File: src/rtl/ea_range_check.sv
module ea_range_check #(
  parameter int AW = 16
) (
  input  logic          clk,
  input  logic          rst_n,
  input  logic          start,
  input  logic [AW-1:0] base,
  input  logic [AW-1:0] index,
  input  logic          idx_en,
  input  logic [AW:0]   mem_size,
  input  logic          prot_en,
  input  logic          viol_clr,
  output logic [AW-1:0] ea,
  output logic          done,
  output logic          stop_req,
  output logic          abort,
  output logic          irq,
  output logic          viol_flag
);

  logic [AW:0] cand;
  logic        wrap;
  logic        oom;

  assign cand = {1'b0, base} + {1'b0, (idx_en ? index : {AW{1'b0}})};
  assign wrap = cand[AW];
  assign oom  = !wrap && (cand >= mem_size);

  always_ff @(posedge clk or negedge rst_n) begin
    if (!rst_n) begin
      ea       <= '0;
      done     <= 1'b0;
      stop_req <= 1'b0;
      abort    <= 1'b0;
      irq      <= 1'b0;
    end else begin
      done     <= start;
      stop_req <= start && oom && !prot_en;
      abort    <= start && oom && prot_en;
      irq      <= start && oom && prot_en;
      if (start) ea <= cand[AW-1:0];
    end
  end

  always_ff @(posedge clk or negedge rst_n) begin
    if (!rst_n)                      viol_flag <= 1'b0;
    else if (start && oom && prot_en) viol_flag <= 1'b1;
    else if (viol_clr)               viol_flag <= 1'b0;
  end

endmodule


File: config.mk
export PLATFORM = sky130hd
export DESIGN_NAME = ea_range_check
export DESIGN_NICKNAME = d
export VERILOG_FILES = /design/src/rtl/ea_range_check.sv
export SDC_FILE = /design/constraint.sdc
export NUM_CORES = 1
export LEC_CHECK = 0
export CAP_MARGIN = 20
export CORE_UTILIZATION = 46
export DETAILED_ROUTE_END_ITERATION = 6
export PLACE_DENSITY = 0.81
export SLEW_MARGIN = 10
export SYNTH_ARGS = -nofsm -noshare
export SYNTH_HDL_FRONTEND = slang
export SYNTH_SLANG_ARGS = --single-unit
export TNS_END_PERCENT = 10
File: constraint.sdc
create_clock -name clk -period 1.1 [get_ports clk]
set_input_delay 0.22 -clock clk [delete_from_list [all_inputs] [get_ports clk]]
set_output_delay 0.22 -clock clk [all_outputs]
set_load 0.02 [all_outputs]
==> results of run 1 <==
per-stage QoR:
stage	worst slack [ns]	hold slack [ns]	TNS, ns
4_1_cts	-1.726	0.3102	-16.13
3_5_place_dp	-2.588	0.4914	-31.11
3_3_place_gp	-2.506	0.4712	-29.79
2_1_floorplan	-1.906	-0.07559	-16.12
routing by layer:
layer | global-route usage | GRT overflow
met1 | 0.8478 | 1
met2 | 1.250 | 268
met3 | 0.6453 | 5
met4 | 1.067 | 89
met5 | 0.08081 | 0
kinds of logic after synthesis:
kind of cell    after synthesis
simple gates                 82
compound gates               72
fa+ha+maj                    34
buf+inv                      32
flops                        20
xor+xnor                     11
mux                           8
timing repair:
item / 4_1_cts
pin swaps: 69
gates resized for setup: 209
setup endpoints to repair: 40
buffers inserted: 43
==> metrics.md, run 1 <==
| Metric | Value |
|---|---|
| Seq/Total Area, Yosys | `0.2295` |
| Total CTS buffers | `3` |
| Area leader, netlist | `dfrtp_1` |
| Grt total ovfl | `363` |
| Count leader, synth | `ha_1` |
| Placed Area | `3433 um2` |
| Status | `aborted with a tool error` |
| DP HPWL | `4.954 mm` |
| H-tree depth | `1` |
| Clk sinks | `20` |
| Synth Area in Simple Gates | `0.1979` |
| Synth Area in Compound Gates | `0.2283` |
| Yosys warns | `0` |
| Ys flop type | `dfrtp_1` |
| Adder-Cell Fraction of Synth Area | `0.1985` |
| Kind of the worst endpoint | `register input` |
| Main combinational cell family by area after synthesis | `compound AO/OA/AOI/OAI gates` |
| Share of the synthesized area in the top cell type | `0.2295` |
| Async SR Flop Fraction | `1.000` |
| Mux cell area share after synthesis | `0.04131` |
| Die H | `70.86 um` |
| Number of port buffers | `75` |
| Synth top cells by count | `ha_1 (33), inv_1 (25), a21oi_1 (20), dfrtp_1 (20), nand2_1 (20)` |
| Netlist Area Pre-Place | `2181 um2` |
| Xor and xnor area share after synthesis | `0.04418` |
| Failed at | `global routing (5_1_grt)` |
| Grt repair worst endpoint | `viol_flag$_DFFE_PN0P_/D` |
| Cts-stage hold buffer count | `0` |
| CTS max path bufs | `2` |
| Gr usage total | `0.9252` |
| Error message | `[ERROR GRT-0232] Routing congestion too high. Check the congestion heatmap in the GUI.` |
| Largest net degree at the start of global routing | `21` |
| Largest cells by area after synthesis | `dfrtp_1 (23%), ha_1 (19%), and2_1 (5.2%)` |
| GP Congestion | `0.9274` |
| Netlist cell types | `52` |
| Syn_nets | `348` |
| Dpl cells | `437` |
| Core Rows | `24` |
| Mapped Cells | `259` |
| Io pins | `76` |
| Synthesized flop and latch total | `20` |
| Number of synthesized flops with an enable pin | `0` |
| Initial core utilization | `0.4907` |
| Avg Cell Area, Syn | `8.420 um2` |
| Chip width | `70.86 um` |
| Root Buffer | `clkbuf_8` |
==> run 2, diff against run 1 <==
--- a/config.mk
+++ b/config.mk
@@ -6,9 +6,9 @@
 export NUM_CORES = 1
 export LEC_CHECK = 0
 export CAP_MARGIN = 20
-export CORE_UTILIZATION = 46
+export CORE_UTILIZATION = 40
 export DETAILED_ROUTE_END_ITERATION = 6
-export PLACE_DENSITY = 0.81
+export PLACE_DENSITY_LB_ADDON = 0.15
 export SLEW_MARGIN = 10
 export SYNTH_ARGS = -nofsm -noshare
 export SYNTH_HDL_FRONTEND = slang
==> metrics.md, run 2 <==
| Metric | Value |
|---|---|
| Total CTS buffers | `3` |
| Drt initial violations | `129` |
| Chip width | `75.84 um` |
| Hold Violations, Final | `0` |
| Largest register FFs | `16` |
| Gr usage total | `0.2558` |
| Global-route wire length before repair | `11.20 mm` |
| FILL cells | `325` |
| Number of port buffers | `75` |
| Area of the core | `5172 um2` |
| Largest net degree at the start of global routing | `21` |
| Synth top cells by count | `ha_1 (33), inv_1 (25), a21oi_1 (20), dfrtp_1 (20), nand2_1 (20)` |
| Final hold slack | `0.3088 ns` |
| DP HPWL | `5.011 mm` |
| MaxCap Viol Count | `0` |
| Root Buffer | `clkbuf_8` |
| Crit. End Element | `register` |
| Final WL | `7.916 mm` |
| Share of layout cells above drive strength 1 | `0.4855` |
| R2r startpoint | `ea[15]` |
| Initial core utilization | `0.4216` |
| Slew headroom | `0.6451` |
| CTS max path bufs | `2` |
| Clk sinks | `20` |
| Final setup fails | `18` |
| H-tree depth | `1` |
| Synthesized flop and latch total | `20` |
| Post-Route Skew | `0 ns` |
| Routed vias/inst | `5.401` |
| Min cycle time layout | `3.018 ns` |
| Ys flop type | `dfrtp_1` |
| Final Util | `0.7886` |
| Startpoint types | `input port` |
| CTS tree | `done` |
| Grt total ovfl | `0` |
| Pre-antenna DRT Iters | `4` |
| Critical R2R Capture | `ea[15]` |
| HP Class | `in -> async` |
| Count leader, synth | `ha_1` |
| Worst EP required | `1.25 ns` |
| Area leader, netlist | `dfrtp_1` |
| FF-to-FF setup slack | `0.06 ns` |
| WS Path Type | `in -> reg` |
| Core Rows | `26` |
| Clock Latency Late Sink | `0.25 ns` |
| Clock slew at reported path FFs | `0.08 ns` |
| GP Congestion | `0.8061` |
| Worst Setup Slack, final | `-1.918 ns` |
| Number of synthesized flops with an enable pin | `0` |
| Final worst path period share | `2.744` |
| Final layout net count | `505` |
| Vias in the first global route | `2439` |
| DRC Markers | `0` |
| Seq/Total Area, Yosys | `0.2295` |
| Most common cell after layout, fill and taps aside | `buf_4` |
| Netlist Area Pre-Place | `2181 um2` |
| Failing checks | `negative setup slack` |
| Die ar. | `5752 um2` |
| Worst path arrival time | `3.17 ns` |
| Max-slew violations | `0` |
| VDD IR max | `0.4421 mV` |
| Leakage Power | `1.944 nW` |
| Avg Cell Area, Syn | `8.420 um2` |
| Io pins | `76` |
| Slew @ Worst Pin | `0.5279 ns` |
| Die H | `75.84 um` |
| DR WL/cell | `16.36 um` |
| Antenna viol nets, final | `0` |
| Netlist cell types | `52` |
| Mapped Cells | `259` |
| Reg2reg path depth | `3` |
| RSZ-0062 raised after global routing | `true` |
| Initial antenna violation count | `0` |
| Commonest non-fill, non-tap cells in the layout | `buf_4 (75), clkdlybuf4s50_1 (39), inv_1 (25)` |
| Area added between synthesis and finish | `87.03%` |
| Crit Path Max Fanout | `3` |
| Yosys warns | `0` |
| Ant. Diodes | `0` |
| Vias post-DR | `2614` |
| Share of the synthesized area in the top cell type | `0.2295` |
| Largest cells by area after synthesis | `dfrtp_1 (23%), ha_1 (19%), and2_1 (5.2%)` |
| Peak Freq | `331.3 MHz` |
| Pwr/cell area | `942.3 nW/um2` |
| Most flop-heavy register | `ea` |
| Status | `finished, violations left` |
| Async SR Flop Fraction | `1.000` |
| Syn_nets | `348` |
-- run 2: per-layer routing --
| layer | vias to the layer above | routed length [um] | GRT usage |
|---|---|---|---|
| li1 | 1252 | - | - |
| met1 | 1219 | 3300 | 0.3133 |
| met2 | 118 | 4017 | 0.4621 |
| met3 | 25 | 332 | 0.01852 |
| met4 | 0 | 266 | 0.1029 |
| met5 | - | 0 | 0 |
-- run 2: power breakdown --
part	switching [mW]	total, mW	internal [mW]
registers	0.0690	0.931	0.862
logic	1.17	2.42	1.25
clock network	0.246	0.489	0.244
total	1.49	3.84	2.36
-- run 2: cells by family (layout without fill, tap and decap cells) --
family / after synthesis / count (layout) / share of synthesized area
adders and majority gates: 34 / 34 / 0.1985
muxes: 8 / 8 / 0.04131
DFF: 20 / 20 / 0.2295
xor gates and xnor gates: 11 / 11 / 0.04418
buffers and inverters: 32 / 187 / 0.06024
and+or+nand+nor: 82 / 82 / 0.1979
AOI/OAI and AO/OA: 72 / 72 / 0.2284
-- run 2: worst max-delay path, cell delays in order --
cell,delay (ns)
clkdlybuf4s50_1,0.40
and2_4,0.17
ha_4,0.27
nand4_1,0.13
a21oi_4,0.21
o21a_1,0.22
nor2_4,0.06
a311oi_2,0.30
ha_1,0.30
a21o_1,0.20
a21o_1,0.18
a21oi_2,0.12
o31a_1,0.22
buf_4,0.14
nor3_2,0.04
-- run 2: worst max-delay path by stage --
stage                     startpoint   endpoint  slack, ns  cells after the start
after CTS                     idx_en   stop_req      -1.88                     16
after floorplan               idx_en  viol_flag      -1.91                     15
after global routing          idx_en        irq      -2.05                     16
after detailed placement      idx_en  viol_flag      -2.57                     16
final                       index[4]        irq      -1.92                     15
after global placement        idx_en  viol_flag      -2.46                     16
-- run 2: cell type report --
type                    instances  area [um2]  share of cell area
clock buffers                   3       41.29             0.01012
inverters                      25       93.84             0.02301
multi-input cells             207        2052              0.5031
flip-flops and latches         20       500.5              0.1227
well taps                      70       87.58             0.02147
repair buffers                159        1304              0.3196
-- run 2: repair_timing --
action	in CTS	in global routing
gates cloned	1	0
gates resized for setup	157	43
hold buffers	0	0
setup buffers	10	8
setup endpoints to repair	40	21
pin swaps	36	24
-- run 2: stage by stage --
step / area (um2) / total power, mW / TNS (ns) / std cells / setup slack (ns)
floorplan: 2217 / 1.943 / -16.12 / 259 / -1.906
global placement: 3508 / 2.881 / -28.31 / 462 / -2.458
detailed placement: 3508 / 2.926 / -29.57 / 462 / -2.569
CTS: 3836 / 3.546 / -15.74 / 476 / -1.877
global route: 4079 / 4.073 / -17.12 / 484 / -2.053
finish: 4079 / 3.844 / -16.14 / 484 / -1.918
Power figures use the tool's default switching activity.
